$ cat src/rtl/irqc_pkg.sv
// Package: shared register-operation encoding for the interrupt controller.
// Assumes word offsets 0x0/0x4/0x8/0xC within a bank map onto addr[3:2].
package irqc_pkg;

    // Register operation selected by addr[3:2] inside a bank window.
    typedef enum logic [1:0] {
        REG_EVENTS = 2'd0,
        REG_MASK   = 2'd1,
        REG_CLEAR  = 2'd2,
        REG_LEVELS = 2'd3
    } reg_op_e;

    // Number of low address bits that are decoded at all.
    localparam int DECODE_BITS = 12;

    // Address bits that select one register inside a bank window.
    localparam int WINDOW_SHIFT = 4;

endpackage

$ cat src/rtl/irqc_bus_decode.sv
// Module: irqc_bus_decode
// Turns a byte address into a one-hot bank select and a register operation.
// Assumes only the low DECODE_BITS address bits count, that bank windows are
// 16 bytes wide starting at BASE_OFF, and that unaligned offsets hit nothing.
module irqc_bus_decode
    import irqc_pkg::*;
#(
    parameter int                     ADDR_W    = 16,
    parameter int                     NUM_BANKS = 2,
    parameter logic [DECODE_BITS-1:0] BASE_OFF  = 12'h010
) (
    input  logic [ADDR_W-1:0]    addr,
    output logic [NUM_BANKS-1:0] bank_sel,
    output reg_op_e              op
);

    localparam int IDX_W = DECODE_BITS - WINDOW_SHIFT;

    logic [DECODE_BITS-1:0] rel_addr;
    logic [IDX_W-1:0]       bank_idx;
    logic                   aligned;
    logic                   unused_addr_bits;

    // Offset relative to the first bank window; wraps for addresses below it.
    assign rel_addr = addr[DECODE_BITS-1:0] - BASE_OFF;
    assign bank_idx = rel_addr[DECODE_BITS-1:WINDOW_SHIFT];
    assign aligned  = (addr[1:0] == 2'b00);
    assign op       = reg_op_e'(addr[3:2]);

    // Bits above the decoded range and the window-local part of rel_addr are unused.
    assign unused_addr_bits = ^{addr[ADDR_W-1:DECODE_BITS], rel_addr[WINDOW_SHIFT-1:0]};

    // One select per bank, raised only for an aligned access in its window.
    always_comb begin
        for (int b = 0; b < NUM_BANKS; b++) begin
            bank_sel[b] = aligned && (bank_idx == IDX_W'(b));
        end
    end

    // at most one bank is ever selected.
    always_comb begin
        p_single_bank_r5: assert ($onehot0(bank_sel));
    end

endmodule

$ cat src/rtl/irqc_bank.sv
// Module: irqc_bank
// One bank: live levels, latched edge events, an enable mask, and fixed
// level-type flags. Edges are found against the registered levels.
// Assumes wr_mask and wr_clear are already qualified for this bank and are
// never high together. Provides the request for the current state and for
// the state about to be loaded.
module irqc_bank #(
    parameter int               WIDTH     = 32,
    parameter logic [WIDTH-1:0] LVL_FLAGS = '0
) (
    input  logic             clk,
    input  logic             rst_n,
    input  logic [WIDTH-1:0] src,
    input  logic             wr_mask,
    input  logic             wr_clear,
    input  logic [WIDTH-1:0] wdata,
    output logic [WIDTH-1:0] events_q,
    output logic [WIDTH-1:0] mask_q,
    output logic [WIDTH-1:0] levels_q,
    output logic             req_now,
    output logic             req_next
);

    logic [WIDTH-1:0] rise;
    logic [WIDTH-1:0] clr_bits;
    logic [WIDTH-1:0] events_d;
    logic [WIDTH-1:0] mask_d;

    // Rising edges: the input is high now and was low at the last edge.
    assign rise = src & ~levels_q;

    // Clear request with the level-type bits protected.
    assign clr_bits = wr_clear ? (wdata & ~LVL_FLAGS) : '0;

    // Next events: clear first, then set, so a new edge wins over a clear.
    assign events_d = (events_q & ~clr_bits) | (rise & ~LVL_FLAGS);

    // Next mask: a bus write replaces it.
    assign mask_d = wr_mask ? wdata : mask_q;

    // Request computed from the registered state.
    assign req_now  = |((events_q | (levels_q & LVL_FLAGS)) & mask_q);

    // Request computed from the state loaded at the coming edge.
    assign req_next = |((events_d | (src & LVL_FLAGS)) & mask_d);

    // State registers with synchronous reset to zero.
    always_ff @(posedge clk) begin
        if (!rst_n) begin
            events_q <= '0;
            mask_q   <= '0;
            levels_q <= '0;
        end else begin
            events_q <= events_d;
            mask_q   <= mask_d;
            levels_q <= src;
        end
    end

    // levels follow the sampled inputs one clock later.
    p_levels_track_r2: assert property (@(posedge clk) disable iff (!rst_n)
        rst_n |=> (levels_q == $past(src)));

    // an edge on an edge-type bit leaves its event set, clear or not.
    p_rise_sets_event_r2: assert property (@(posedge clk) disable iff (!rst_n)
        (|(src & ~levels_q & ~LVL_FLAGS)) |=>
        ((events_q & $past(src & ~levels_q & ~LVL_FLAGS)) == $past(src & ~levels_q & ~LVL_FLAGS)));

    // without a clear write, no latched event ever drops.
    p_event_holds_r3: assert property (@(posedge clk) disable iff (!rst_n)
        !wr_clear |=> ((events_q & $past(events_q)) == $past(events_q)));

    // without a mask write the mask is stable.
    p_mask_stable_r6: assert property (@(posedge clk) disable iff (!rst_n)
        !wr_mask |=> $stable(mask_q));

endmodule

$ cat src/rtl/dual_bank_irq_ctrl.sv
// Module: dual_bank_irq_ctrl (top)
// Two interrupt banks behind a simple register bus, feeding one registered
// request line. Bank b takes the input slice (NUM_BANKS-1-b), so higher input
// numbers land in lower banks. Level flags are fixed per bank by parameter.
// Assumes single-cycle writes and a combinational read path.
module dual_bank_irq_ctrl
    import irqc_pkg::*;
#(
    parameter int                             ADDR_W    = 16,
    parameter int                             BANK_W    = 32,
    parameter int                             NUM_BANKS = 2,
    parameter logic [DECODE_BITS-1:0]         BASE_OFF  = 12'h010,
    parameter logic [NUM_BANKS*BANK_W-1:0]    LVL_FLAGS = {32'h1FF0_0000, 32'h0000_0000}
) (
    input  logic                        clk,
    input  logic                        rst_n,
    input  logic [ADDR_W-1:0]           bus_addr,
    input  logic                        bus_we,
    input  logic [BANK_W-1:0]           bus_wdata,
    output logic [BANK_W-1:0]           bus_rdata,
    input  logic [NUM_BANKS*BANK_W-1:0] irq_src,
    output logic                        irq_out
);

    logic [NUM_BANKS-1:0] bank_sel;
    reg_op_e              op;
    logic [BANK_W-1:0]    events_arr [NUM_BANKS];
    logic [BANK_W-1:0]    mask_arr   [NUM_BANKS];
    logic [BANK_W-1:0]    levels_arr [NUM_BANKS];
    logic [NUM_BANKS-1:0] req_now;
    logic [NUM_BANKS-1:0] req_next;
    logic                 irq_q;

    // Address decode into bank select and operation.
    irqc_bus_decode #(
        .ADDR_W    (ADDR_W),
        .NUM_BANKS (NUM_BANKS),
        .BASE_OFF  (BASE_OFF)
    ) u_decode (
        .addr     (bus_addr),
        .bank_sel (bank_sel),
        .op       (op)
    );

    // One bank instance per bank index, fed its reversed input slice.
    for (genvar b = 0; b < NUM_BANKS; b++) begin : g_bank
        logic wr_mask_b;
        logic wr_clear_b;

        // Write strobes qualified by bank select and operation.
        assign wr_mask_b  = bus_we && bank_sel[b] && (op == REG_MASK);
        assign wr_clear_b = bus_we && bank_sel[b] && (op == REG_CLEAR);

        irqc_bank #(
            .WIDTH     (BANK_W),
            .LVL_FLAGS (LVL_FLAGS[b*BANK_W +: BANK_W])
        ) u_bank (
            .clk      (clk),
            .rst_n    (rst_n),
            .src      (irq_src[(NUM_BANKS-1-b)*BANK_W +: BANK_W]),
            .wr_mask  (wr_mask_b),
            .wr_clear (wr_clear_b),
            .wdata    (bus_wdata),
            .events_q (events_arr[b]),
            .mask_q   (mask_arr[b]),
            .levels_q (levels_arr[b]),
            .req_now  (req_now[b]),
            .req_next (req_next[b])
        );
    end

    // Read mux: the selected bank's register, or zero for the clear offset and misses.
    always_comb begin
        bus_rdata = '0;
        for (int b = 0; b < NUM_BANKS; b++) begin
            if (bank_sel[b]) begin
                unique case (op)
                    REG_EVENTS: bus_rdata = events_arr[b];
                    REG_MASK:   bus_rdata = mask_arr[b];
                    REG_LEVELS: bus_rdata = levels_arr[b];
                    default:    bus_rdata = '0;
                endcase
            end
        end
    end

    // Output register loaded from the next-state request of all banks.
    always_ff @(posedge clk) begin
        if (!rst_n) begin
            irq_q <= 1'b0;
        end else begin
            irq_q <= |req_next;
        end
    end

    assign irq_out = irq_q;

    // the registered output agrees with the bank state it was loaded with.
    p_out_matches_banks_r1: assert property (@(posedge clk) disable iff (!rst_n)
        irq_out == (|req_now));

    // a read of the clear offset returns zero.
    p_clear_reads_zero_r6: assert property (@(posedge clk) disable iff (!rst_n)
        (op == REG_CLEAR) |-> (bus_rdata == '0));

endmodule

$ cat config.mk
export PLATFORM = sky130hd
export DESIGN_NAME = dual_bank_irq_ctrl
export DESIGN_NICKNAME = d
export VERILOG_FILES = /design/src/rtl/irqc_pkg.sv /design/src/rtl/irqc_bus_decode.sv /design/src/rtl/irqc_bank.sv /design/src/rtl/dual_bank_irq_ctrl.sv
export SDC_FILE = /design/constraint.sdc
export NUM_CORES = 1
export LEC_CHECK = 0
export BUFFER_PORTS_ARGS = -buffer_cell sky130_fd_sc_hd__buf_2
export CAP_MARGIN = 20
export CORE_ASPECT_RATIO = 0.8
export CORE_MARGIN = 8
export CORE_UTILIZATION = 40
export CTS_CLUSTER_SIZE = 28
export DETAILED_ROUTE_END_ITERATION = 6
export GPL_TIMING_DRIVEN = 0
export SYNTH_ARGS = -nofsm -noshare
export SYNTH_HDL_FRONTEND = slang
export SYNTH_SLANG_ARGS = --single-unit
$ cat constraint.sdc
create_clock -name clk -period 2.6 [get_ports clk]
set_input_delay 0 -clock clk [delete_from_list [all_inputs] [get_ports clk]]
set_output_delay 0 -clock clk [all_outputs]
set_load 0.05 [all_outputs]
==> metrics.md <==
| Metric | Value |
|---|---|
| Fmax | 382 MHz |
| Standard-cell rows | 48 |
| CTS Buf Count | 17 |
| ANT nets after route | 0 |
| Final wirelength | roughly 33 mm |
| Via density | 5.32 |
| Critical Path Source Type | primary input |
| RSZ-0062 raised after global routing | no |
| Clock Skews | between 0.006 and 0.007 ns |
| Fin. Hold Viols | 0 |
| CTS Buffer Depth | 2 |
| Final #Nets | 1408 |
| Hold Crit Start | bus_addr[0] |
| Syn_nets | between 1k and 1.5k |
| Initial DRT Pass Iterations | 5 |
| Cell count after placement | approximately 1.4k |
| Post-DP HPWL | 23.3 mm |
| Initial Util | 0.405 |
| Post-route setup slack | -0.0212 ns |
| Clk slew on worst S/H paths | 0.07 ns |
| P_leak | 0.00534 uW |
| Drt wl/cell | about 21 um |
| Clock power frac | 0.436 |
| Hold Path Stages | 5 |
| Root buffer cell | clkbuf_16 |
| Layout cell share with drive strength beyond 1 | 0.165 |
| Post-synthesis sequential area ratio | 0.423 |
| CTS tree | built |
| Initial drt markers | 647 |
| Tmin final | 2.62 ns |
| Synthesized area per cell | 8.49 um^2 |
| Post-route insts no fill | ~1.6k |
| Post-synth EDFFs | 0 |
| Max Slew Vio Count | 0 |
| Max Cap Viol | 0 |
| Critical Path RT | 2.60 ns |
| Post-route DRC | 0 |
| I/O pin cnt | 148 |
| Sw frac | 0.250 |
| R2R cell count | 7 |
| Register bit total from synthesis | between 150 and 200 |
| Largest net degree at the start of global routing | 17 |
| Worst slack at placement | -1.12 ns |
| Most frequent cells in the layout | dfxtp_1 (184), buf_2 (148), a21oi_1 (129) |
| Maximum fanout along the worst path | 10 |
| Vias in the first global route | 8522 |
| Setup-failing EPs final | 1 |
| Post-Synthesis Cell Area | 8720 um^2 |
| Period utilization | 1.01 |
| Max VDD drop | 438 uV |
| Hold Path End | g_bank[0].u_bank.events_q[4] |
| Combinational power share | 0.122 |
| Die Ht | about 150 um |
| DIE AREA | 26800 um^2 |
| Total gr overflow | 0 |
| Reg-to-reg startpoint | g_bank[0].u_bank.events_q[15] |
| Worst r2r dst | irq_out |
| Flop pwr share | 0.442 |
| Critical path type | primary input to primary output |
| CTS H-tree lvls | 4 |
| Antenna diode count | 0 |
| Failing checks | negative setup slack |
| Synth cell types | 37 |
| Yosys warnings | 0 |
| Clk sink count | 184 |
| GRT Resource Usage Total | 0.243 |
| Status | finished with violations |
| Hold Path Class | primary input to flip-flop |
| Slew at the pin closest to its max-slew limit | 1.05 ns |
| Wire length of the first global-routing pass | 49.4 mm |
| Syn Inst Count | 1027 |
| CP Capture Type | primary output |
| Asr flop ratio synth | 0 |
| Slew Limit Headroom | 0.298 |
| Routed vias | 8406 |
| Clock latency on the worst-skew pair | roughly 0.44 ns |
| Switching power | 1710 uW |
| Initial antenna violation count | 0 |
| Most common cell after layout, fill and taps aside | dfxtp_1 |
| CP arrival | approximately 2.6 ns |
| Power density cells | 589 nW/um^2 |
| Main synth FF type | dfxtp_1 |
| Area Growth Syn to Fin | 32.8% |
| Placer Congestion | 0.912 |
| Core ar. | about 22000 um^2 |
| Internal power | a little over 5000 uW |
| Port buffer count | 142 |
| R2r setup slk | about 0.20 ns |
| Die width | 181 um |
==> cell families (layout without fill, tap and decap cells) <==
kind of cell	after synthesis	in the layout	synth area share
AO/OA/AOI/OAI	265	265	0.173
multiplexers	109	109	0.125
buffers and inverters	159	438	0.0696
flip-flops	184	184	0.423
AND/OR/NAND/NOR	310	310	0.210
==> sequential cells by signal, summed over array words and instances, names as in the netlist <==
name                    cells
irq_out                     1
g_bank.u_bank.events_q     55
g_bank.u_bank.mask_q       64
g_bank.u_bank.levels_q     64
==> critical path, cell delays in order <==
cell and delay (ns):
buf_2 0.10, clkbuf_2 0.31, buf_2 0.41, clkbuf_1 0.65, nand2_1 0.50, o22ai_1 0.32
buf_2 0.32
==> cell usage after synthesis (3+ instances only) <==
cell | instances | area, um^2
o211ai_1 | 19 | 143
nand4_2 | 3 | 37.5
nand3_1 | 4 | 20.0
nor2b_1 | 125 | 782
mux2i_1 | 109 | 1090
inv_1 | 99 | 372
o22ai_1 | 80 | 500
and2_1 | 65 | 407
buf_1 | 10 | 37.5
nand2_1 | 27 | 101
o21ai_0 | 25 | 125
nand2b_1 | 3 | 18.8
nor2_1 | 59 | 221
nor4_1 | 4 | 25.0
dfxtp_1 | 184 | 3680
a21oi_1 | 132 | 661
clkbuf_1 | 47 | 176
nand4_1 | 4 | 25.0
a21boi_0 | 3 | 22.5
or4_1 | 3 | 22.5
==> layer usage <==
layer,vias to the layer above,routed length [um],track usage
met3,47,3030,0.0675
li1,4041,-,-
met2,341,14500,0.380
met5,-,23,0.0133
met4,2,736,0.0790
met1,3975,14800,0.320
==> final cells by class <==
| cell class | instances | area (um^2) |
|---|---|---|
| Multi-Input combinational cell | 684 | 4500 |
| Inverter | 99 | 372 |
| Clock buffer | 22 | 474 |
| Sequential cell | 184 | 3680 |
| Fill cell | 2001 | 9920 |
| Tap cell | 275 | 344 |
| Buffer | 59 | 264 |
| Clock inverter | 10 | 189 |
| Timing Repair Buffer | 248 | 1750 |
==> power groups by stage <==
stage               clock, uW  sequential, uW  combinational [uW]
global route             3080            3030                 898
floorplan                   0            3060                 396
finish                   2970            3010                 832
global placement            0            3070                 680
detailed placement          0            3080                 686
CTS                      2980            3010                 815
==> metrics by stage <==
stage | total power (uW) | hold WS (ns) | instance area (um^2) | util | TNS (ns)
CTS | 6800 | 0.105 | 11600 | 0.538 | 0
global placement | 3750 | 0.215 | 9770 | 0.454 | -21.97
floorplan | 3460 | 0.122 | 8720 | - | 0
finish | 6820 | 0.101 | 11600 | 0.539 | -0.0212
detailed placement | 3760 | 0.219 | 9770 | 0.454 | -20.09
global route | 7010 | 0.114 | 11600 | 0.539 | 0
==> timing repair <==
item | in CTS | in global routing
buffers inserted | 8 | 1
setup endpoints to repair | 33 | 10
endpoints found under the hold margin | 137 | 0
hold buffers | 97 | 0
pin swaps | 4 | 1
resized for setup | 32 | 13
==> worst max-delay path by stage <==
stage                 start       endpoint  slack (ns)  cells past startpoint
2_1_floorplan   bus_addr[6]        irq_out        0.06                      7
3_3_place_gp    bus_addr[7]        irq_out       -1.16                     10
3_5_place_dp    bus_addr[7]        irq_out       -1.12                     10
4_1_cts         bus_addr[3]        irq_out       0.002                     10
5_1_grt        bus_addr[11]        irq_out       0.002                     10
6_report        bus_addr[2]  bus_rdata[20]       -0.02                      7
No activity file was read; power rests on OpenSTA's default activity.
